`src/rtl/cc_pkg.sv`:
```
package cc_pkg;

    typedef enum logic {
        CC_IDLE = 1'b0,
        CC_RUN  = 1'b1
    } cc_phase_e;

    // counter width able to hold values 0 .. n-1, never zero
    function automatic int unsigned cc_bits(input int unsigned n);
        return (n < 2) ? 1 : $clog2(n);
    endfunction

    // number of placements of a sub-area along one axis
    function automatic int unsigned cc_positions(input int unsigned win,
                                                 input int unsigned sub,
                                                 input int unsigned step);
        return (win - sub) / step + 1;
    endfunction

endpackage

```
`src/rtl/cc_addr_gen.sv`:
```
module cc_addr_gen
    import cc_pkg::*;
#(
    parameter int WIN_W  = 40,
    parameter int WIN_D  = 40,
    parameter int SUB_W  = 32,
    parameter int SUB_D  = 32,
    parameter int STEP   = 1,
    parameter int BUF_AW = 11,
    parameter int RES_AW = 7
) (
    input  logic              clk,
    input  logic              rst_n,
    input  logic              start,
    output logic [BUF_AW-1:0] sub_addr,
    output logic [BUF_AW-1:0] win_addr,
    output logic              tap_valid,
    output logic              tap_first,
    output logic              tap_last,
    output logic              tap_final,
    output logic [RES_AW-1:0] tap_idx
);
    localparam int NS  = int'(cc_positions(WIN_W, SUB_W, STEP));
    localparam int NT  = int'(cc_positions(WIN_D, SUB_D, STEP));
    localparam int XW  = int'(cc_bits(SUB_W));
    localparam int YW  = int'(cc_bits(SUB_D));
    localparam int SCW = int'(cc_bits(NS));
    localparam int TCW = int'(cc_bits(NT));
    localparam int SX0 = (WIN_W - SUB_W) / 2;
    localparam int SY0 = (WIN_D - SUB_D) / 2;

    typedef struct packed {
        cc_phase_e      ph;
        logic [XW-1:0]  x;
        logic [YW-1:0]  y;
        logic [SCW-1:0] s;
        logic [TCW-1:0] t;
    } ag_t;

    ag_t q, d;
    logic x_end, y_end, s_end, t_end;

    always_comb begin
        x_end = (q.x == XW'(SUB_W - 1));
        y_end = (q.y == YW'(SUB_D - 1));
        s_end = (q.s == SCW'(NS - 1));
        t_end = (q.t == TCW'(NT - 1));
        d = q;
        case (q.ph)
            CC_IDLE: begin
                if (start) begin
                    d.ph = CC_RUN;
                    d.x  = '0;
                    d.y  = '0;
                    d.s  = '0;
                    d.t  = '0;
                end
            end
            default: begin
                if (!x_end) begin
                    d.x = q.x + 1'b1;
                end else begin
                    d.x = '0;
                    if (!y_end) begin
                        d.y = q.y + 1'b1;
                    end else begin
                        d.y = '0;
                        if (!s_end) begin
                            d.s = q.s + 1'b1;
                        end else begin
                            d.s = '0;
                            if (!t_end) begin
                                d.t = q.t + 1'b1;
                            end else begin
                                d.t  = '0;
                                d.ph = CC_IDLE;
                            end
                        end
                    end
                end
            end
        endcase
    end

    always_ff @(posedge clk or negedge rst_n) begin
        if (!rst_n) begin
            q <= '{ph: CC_IDLE, x: '0, y: '0, s: '0, t: '0};
        end else begin
            q <= d;
        end
    end

    assign tap_valid = (q.ph == CC_RUN);
    assign tap_first = (q.x == '0) && (q.y == '0);
    assign tap_last  = x_end && y_end;
    assign tap_final = x_end && y_end && s_end && t_end;
    assign tap_idx   = RES_AW'(int'(q.t) * NS + int'(q.s));
    assign sub_addr  = BUF_AW'((int'(q.y) + SY0) * WIN_W + int'(q.x) + SX0);
    assign win_addr  = BUF_AW'((int'(q.y) + int'(q.t) * STEP) * WIN_W
                               + int'(q.x) + int'(q.s) * STEP);

    // every issued read lies inside a window buffer
    a_r2_addr_in_window: assert property (@(posedge clk) disable iff (!rst_n)
        tap_valid |-> (int'(sub_addr) < WIN_W * WIN_D) && (int'(win_addr) < WIN_W * WIN_D));

    // offsets are visited in order, one index per new shift
    a_r4_index_steps: assert property (@(posedge clk) disable iff (!rst_n)
        (tap_valid && tap_first && tap_idx != '0) |-> (tap_idx == $past(tap_idx) + 1'b1));

    // a running scan is never interrupted mid-shift
    a_r8_no_restart: assert property (@(posedge clk) disable iff (!rst_n)
        (tap_valid && !tap_first) |-> $past(tap_valid));

endmodule

```
`src/rtl/cc_mac.sv`:
```
module cc_mac #(
    parameter int PIX_W  = 8,
    parameter int ACC_W  = 26,
    parameter int RES_AW = 7
) (
    input  logic              clk,
    input  logic              rst_n,
    input  logic              tap_valid,
    input  logic              tap_first,
    input  logic              tap_last,
    input  logic              tap_final,
    input  logic [RES_AW-1:0] tap_idx,
    input  logic [PIX_W-1:0]  pix_a,
    input  logic [PIX_W-1:0]  pix_b,
    output logic              wr_en,
    output logic [RES_AW-1:0] wr_addr,
    output logic [ACC_W-1:0]  wr_data,
    output logic              done
);
    typedef struct packed {
        logic              v;
        logic              first;
        logic              last;
        logic              fin;
        logic [RES_AW-1:0] idx;
        logic [ACC_W-1:0]  acc;
        logic              wr_en;
        logic              wr_fin;
        logic [RES_AW-1:0] wr_addr;
        logic [ACC_W-1:0]  wr_data;
        logic              done;
    } mac_t;

    mac_t q, d;
    logic [ACC_W-1:0] prod;
    logic [ACC_W-1:0] sum;

    always_comb begin
        prod = ACC_W'(pix_a) * ACC_W'(pix_b);
        sum  = (q.first ? '0 : q.acc) + prod;
        d = q;
        // stage 1: flags delayed to meet buffer data
        d.v     = tap_valid;
        d.first = tap_first;
        d.last  = tap_last;
        d.fin   = tap_final;
        d.idx   = tap_idx;
        // stage 2: accumulate and hand the finished sum to storage
        if (q.v) begin
            d.acc = sum;
        end
        d.wr_en  = q.v && q.last;
        d.wr_fin = q.v && q.last && q.fin;
        if (q.v && q.last) begin
            d.wr_addr = q.idx;
            d.wr_data = sum;
        end
        d.done = q.wr_fin;
    end

    always_ff @(posedge clk or negedge rst_n) begin
        if (!rst_n) begin
            q <= '0;
        end else begin
            q <= d;
        end
    end

    assign wr_en   = q.wr_en;
    assign wr_addr = q.wr_addr;
    assign wr_data = q.wr_data;
    assign done    = q.done;

    // the running sum never wraps within one shift
    a_r3_no_overflow: assert property (@(posedge clk) disable iff (!rst_n)
        (q.v && !q.first) |-> (sum >= q.acc));

    // done follows a result write
    a_r7_done_after_write: assert property (@(posedge clk) disable iff (!rst_n)
        done |-> $past(wr_en));

    // done lasts one cycle
    a_r7_done_pulse: assert property (@(posedge clk) disable iff (!rst_n)
        done |=> !done);

endmodule

```
`src/rtl/cc_result_ram.sv`:
```
module cc_result_ram #(
    parameter int DEPTH = 81,
    parameter int AW    = 7,
    parameter int DW    = 26
) (
    input  logic          clk,
    input  logic          wr_en,
    input  logic [AW-1:0] wr_addr,
    input  logic [DW-1:0] wr_data,
    input  logic [AW-1:0] rd_addr,
    output logic [DW-1:0] rd_data
);
    logic [DW-1:0] mem [DEPTH];

    always_ff @(posedge clk) begin
        if (wr_en) begin
            mem[wr_addr] <= wr_data;
        end
        rd_data <= mem[rd_addr];
    end

endmodule

```
`src/rtl/subarea_correlator.sv`:
```
module subarea_correlator
    import cc_pkg::*;
#(
    parameter int WIN_W  = 40,
    parameter int WIN_D  = 40,
    parameter int SUB_W  = 32,
    parameter int SUB_D  = 32,
    parameter int STEP   = 1,
    parameter int PIX_W  = 8,
    localparam int NS     = int'(cc_positions(WIN_W, SUB_W, STEP)),
    localparam int NT     = int'(cc_positions(WIN_D, SUB_D, STEP)),
    localparam int NSHIFT = NS * NT,
    localparam int BUF_AW = int'(cc_bits(WIN_W * WIN_D)),
    localparam int RES_AW = int'(cc_bits(NSHIFT)),
    localparam int ACC_W  = 2 * PIX_W + $clog2(SUB_W * SUB_D)
) (
    input  logic              clk,
    input  logic              rst_n,
    input  logic              start,
    output logic [BUF_AW-1:0] sub_addr,
    input  logic [PIX_W-1:0]  sub_pix,
    output logic [BUF_AW-1:0] win_addr,
    input  logic [PIX_W-1:0]  win_pix,
    input  logic [RES_AW-1:0] res_rd_addr,
    output logic [ACC_W-1:0]  res_rd_data,
    output logic              done
);
    logic              tap_valid, tap_first, tap_last, tap_final;
    logic [RES_AW-1:0] tap_idx;
    logic              wr_en;
    logic [RES_AW-1:0] wr_addr;
    logic [ACC_W-1:0]  wr_data;

    cc_addr_gen #(
        .WIN_W (WIN_W), .WIN_D (WIN_D), .SUB_W (SUB_W), .SUB_D (SUB_D),
        .STEP  (STEP),  .BUF_AW(BUF_AW), .RES_AW(RES_AW)
    ) u_addr_gen (
        .clk      (clk),
        .rst_n    (rst_n),
        .start    (start),
        .sub_addr (sub_addr),
        .win_addr (win_addr),
        .tap_valid(tap_valid),
        .tap_first(tap_first),
        .tap_last (tap_last),
        .tap_final(tap_final),
        .tap_idx  (tap_idx)
    );

    cc_mac #(
        .PIX_W (PIX_W), .ACC_W(ACC_W), .RES_AW(RES_AW)
    ) u_mac (
        .clk      (clk),
        .rst_n    (rst_n),
        .tap_valid(tap_valid),
        .tap_first(tap_first),
        .tap_last (tap_last),
        .tap_final(tap_final),
        .tap_idx  (tap_idx),
        .pix_a    (sub_pix),
        .pix_b    (win_pix),
        .wr_en    (wr_en),
        .wr_addr  (wr_addr),
        .wr_data  (wr_data),
        .done     (done)
    );

    cc_result_ram #(
        .DEPTH(NSHIFT), .AW(RES_AW), .DW(ACC_W)
    ) u_result_ram (
        .clk    (clk),
        .wr_en  (wr_en),
        .wr_addr(wr_addr),
        .wr_data(wr_data),
        .rd_addr(res_rd_addr),
        .rd_data(res_rd_data)
    );

    // results only land inside the result memory
    a_r4_write_in_range: assert property (@(posedge clk) disable iff (!rst_n)
        wr_en |-> (int'(wr_addr) < NSHIFT));

    // the final write carries the last offset index
    a_r7_last_index: assert property (@(posedge clk) disable iff (!rst_n)
        $rose(done) |-> (int'($past(wr_addr)) == NSHIFT - 1));

endmodule

```
`config.mk`:
```
export PLATFORM = sky130hd
export DESIGN_NAME = subarea_correlator
export DESIGN_NICKNAME = d
export VERILOG_FILES = /design/src/rtl/cc_pkg.sv /design/src/rtl/cc_addr_gen.sv /design/src/rtl/cc_mac.sv /design/src/rtl/cc_result_ram.sv /design/src/rtl/subarea_correlator.sv
export SDC_FILE = /design/constraint.sdc
export NUM_CORES = 2
export LEC_CHECK = 0
export ABC_CLOCK_PERIOD_IN_PS = 9900
export BUFFER_PORTS_ARGS = -buffer_cell sky130_fd_sc_hd__buf_2
export CORE_UTILIZATION = 55
export CTS_CLUSTER_DIAMETER = 120
export CTS_CLUSTER_SIZE = 8
export DETAILED_ROUTE_END_ITERATION = 12
export PLACE_DENSITY = 0.78
export SYNTH_ARGS = -nofsm -noshare
export SYNTH_HDL_FRONTEND = slang
export SYNTH_SLANG_ARGS = --single-unit
```
`constraint.sdc`:
```
create_clock -name clk -period 9.9 [get_ports clk]
set_input_delay 1.485 -clock clk [delete_from_list [all_inputs] [get_ports clk]]
set_output_delay 1.485 -clock clk [all_outputs]
set_load 0.02 [all_outputs]
```
==> metrics list <==
* Outcome: finished with violations
- The final reports fail on max-capacitance violations, max-slew violations.
- The worst hold path belongs to the class register to register.
- In the finished design, the share of the clock period the worst path needs comes to 0.586.
* CTS clk-pin slew, worst paths: 0.05 ns
- In this run the tightest slew margin relative to its limit is -0.0213.
- The critical path contains buffers and inverters numbering 2 combined.
- Portion of total power attributed to sequential cells: 0.447
- Of the cells placed in the final design, the portion with a size suffix greater than 1 is 0.256.
- The number of pins with negative max-slew slack in the final report is 2.
- Critical path's largest stage delay: 0.48 ns
* Via count: 48252
- When the netlist entered floorplanning its net count stood at 4580.
- For hold timing, the worst endpoint is u_mac.done$_DFF_PN0_.
- Count of cells along the worst register-to-register path: 16
- Peak supply drop: 0.000397 V
- Buffers on Ports: 74
- The tightest hold path in the finished design has a slack of 0.369 ns.
* Fin Setup TNS: 0 ns
- Proportion of synthesized chip area in sequential cells: 0.738
* Async S/R FF share, synth: 0.0414
- The clock passes through at most 4 buffers.
- After legalization and detailed placement, the total HPWL measured 125000 microns.
- The count of nets left with antenna violations once routing finished came out at 0.
- Dividing the detail-routed via count by the number of cells gives 6.88.
- The later pin in the worst-skew pair is clocked with a latency of 0.93 ns.
* Fraction of power consumed by combinational cells: 0.132
* Required arrival time at the worst endpoint: 8.42 ns
* Leak Pwr: 37.7 nW
- Leading post-synthesis cells by cell area: edfxtp_1 (71%), mux4_2 (14%), dfrtp_1 (2.6%)
- Global placement routability congestion: 0.920
* Post-layout minimum cycle time: 5.81 ns
* Slew at the pin closest to its max-slew limit: 1.52 ns
- Measured along the x axis, the die boundary spans 405 microns.
- Number of buffers added by the clock tree synthesis step: 328
* Core ar.: 161000 sq um
- Areal power density over the cells: 231 nW/um^2
- Family with the most delay on the worst path: adder cells
- TritonCTS Sinks: 2224
- Starting Density: 0.556
- The worst register-to-register path begins at u_mac.q[71]$_DFF_PN0_.
* Kind of capture point of the worst setup path: primary output
* Core Rows: 147
- The worst hold path begins at u_mac.d[0]$_DFF_PN0_.
* Number of unique standard cell types used by synthesis: 77
* Most common cell in the netlist: edfxtp_1
- The die covers 164000 sq um.
- Average detailed-routed wire length per instance: 34.8 microns
- Max-cap violations in this run came to 1.
- Drc violations: 0
- In this run the worst path has a maximum fanout of 8.
- 75 I/O pins were placed.
* Post-Syn Instances: 4402
- Syn_area_per_cell: 20.3 sq um
- Ranking of synthesized cells by instance count: edfxtp_1 (2106), mux4_2 (546), nand2_1 (187), nor2_1 (138), mux2i_1 (127)
* Die Ht: 405 microns
* Number of failing setup endpoints in the final timing report: 0
- Clock Root Buffer: clkbuf_16
- For this design, the CTS-stage hold fixing added 0 buffers.
- Setup repair after global routing left no endpoint under its margin.
- Number of synthesized flops with an enable pin: 2106
* First-pass detailed-route iteration total: 6
* Most used flip-flop cell after synthesis: edfxtp_1
- Reg2reg end: u_mac.q[53]$_DFFE_PN0P_
- The internal power of the cells totals 17.6 mW.
- Total stage count of the critical path: 14
* Setup bufs post-CTS: 0
- Synthesis inferred 2224 register bits.
- Final #Nets: 4899
- Cell type with the largest total area after synthesis: edfxtp_1
- Summed over all nets, the switching power comes to 5.87 mW.
- First-pass GRT wire length: 349000 microns
- The setup check on the worst reg-to-reg path leaves a slack of 4.75 ns.
* WHS Path Cells: 0
- Setup Crit Path Kind: register to primary output
- Compared with the post-synthesis result, the final layout area differs by 13.8%.
- The hold violation total from the final report came to 0.
- Number of synthesis warnings: 0
- Number of gates resized after cts: 0
- Overflow after GRT: 0
* Clock power share: 0.421
- The critical path goes through ha_1 -> fa_1 -> a21o_1 -> a21oi_1 -> xnor2_1 -> ha_1 -> inv_1 -> fa_1 -> nor2b_1 -> o21ai_0 -> a21oi_1 -> nand3_1 -> xnor2_1 -> buf_2.
- Power Total: 23.5 mW
* Maximum clock skew at final layout: 0.0895 ns
- Arrival time at the worst endpoint: 4.32 ns
* Total length of routed wires: 244000 microns
- Of the total power, the share spent switching nets is 0.250.
- For this run, the top clock speed supported by timing is 172 MHz.
* Synth top area share: 0.706
- For this block, the initial DRC count from the detailed router was 7706.
- Antenna violations before repair: 13
* Combined global-route utilization of all metal layers: 0.301
* Netlist area before placement: 89500 sq um
- The largest individual stage delay along the critical path comes from the cell dfrtp_1.
* CTS tree: done
- The worst setup path is launched from a register.
* Maximum number of pins on one net before global-route repair: 102
- Htree depth: 5
* Vias in the first global route: 49477
[metal layers]
| metal | vias up | GRT usage | wire length (microns) |
|---|---|---|---|
| met5 | - | 0 | 34 |
| met4 | 6 | 0.158 | 13800 |
| met3 | 756 | 0.0857 | 31000 |
| met2 | 4015 | 0.478 | 117000 |
| met1 | 24872 | 0.381 | 82600 |
| li1 | 18603 | - | - |
[stage by stage]
step	util	area (sq um)	setup WS, ns	std cells
2_1_floorplan	-	89500	4.29	4402
3_3_place_gp	0.577	93000	3.95	6551
3_5_place_dp	0.577	93000	3.88	6551
4_1_cts	0.632	102000	4.04	7008
5_1_grt	0.632	102000	3.91	7008
6_report	0.632	102000	4.09	7014
[layout make-up]
class / instances / area (sq um)
Clock inverter: 11 / 106
Antenna cell: 6 / 15.0
Tap cell: 2160 / 2700
Multi-Input combinational cell: 1846 / 22300
Sequential cell: 2224 / 66100
Timing Repair Buffer: 203 / 1460
Inverter: 118 / 444
Clock buffer: 446 / 8760
Fill cell: 10297 / 59300
[power groups by stage]
stage | logic [mW] | registers, mW | clock network (mW)
3_5_place_dp | 3.06 | 10.7 | 0
5_1_grt | 3.44 | 10.5 | 10.3
2_1_floorplan | 2.27 | 10.7 | 0
4_1_cts | 3.09 | 10.5 | 9.93
6_report | 3.11 | 10.5 | 9.89
3_3_place_gp | 2.97 | 10.7 | 0
[worst max-delay path by stage]
stage                                      from                       endpoint
global placement                     sub_pix[6]        u_mac.q[60]$_DFFE_PN0P_
finish              u_addr_gen.q[0]$_DFFE_PN0P_                   win_addr[10]
global route        u_addr_gen.q[0]$_DFFE_PN0P_                   win_addr[10]
CTS                 u_addr_gen.q[0]$_DFFE_PN0P_                   win_addr[10]
floorplan                            win_pix[0]        u_mac.q[53]$_DFFE_PN0P_
detailed placement                   sub_pix[6]  u_mac.wr_data[20]$_DFFE_PN0P_
[cell families after synthesis]
kind of cell | Yosys count | synth area share
compound gates | 345 | 0.0268
fa+ha+maj | 152 | 0.0260
mux | 694 | 0.154
buf+inv | 332 | 0.0184
xor+xnor | 37 | 0.00362
simple gates | 618 | 0.0331
flops | 2224 | 0.738
[placed cells by master (no fill, tap or decap), types with 27 or more instances in the layout]
cell type	count
a211oi_1	27
a21oi_1	65
and2_1	53
buf_2	68
buf_4	125
clkbuf_1	113
clkbuf_16	333
dfrtp_1	66
edfxtp_1	2106
fa_1	57
ha_1	95
inv_1	115
mux2i_1	127
mux4_2	546
nand2_1	187
nand2b_1	27
nand3_1	63
nor2_1	67
nor2_2	31
nor2_4	41
nor2b_1	39
nor3_1	34
o21ai_0	42
o22ai_1	34
[state kept, by name, summed over array words and instances (netlist names)]
name,cells
u_result_ram.rd_data,26
u_addr_gen.q,18
u_mac.done,1
u_mac.d,1
u_addr_gen.tap_valid,1
u_mac.wr_addr,7
u_mac.q,37
u_mac.wr_data,26
u_result_ram.mem,2106
u_mac.wr_en,1
[worst reg2reg max path, cell delays in order (launching register included)]
cell	delay, ns
dfrtp_1	0.36
buf_4	0.23
nand2b_1	0.29
fa_1	0.57
inv_1	0.06
fa_1	0.50
inv_1	0.05
fa_1	0.49
fa_1	0.49
inv_1	0.04
ha_1	0.35
o21a_1	0.22
o31a_1	0.15
o41ai_2	0.59
nor3_1	0.16
o31a_1	0.29
o31ai_1	0.23
(Power assumes the default switching activity.)
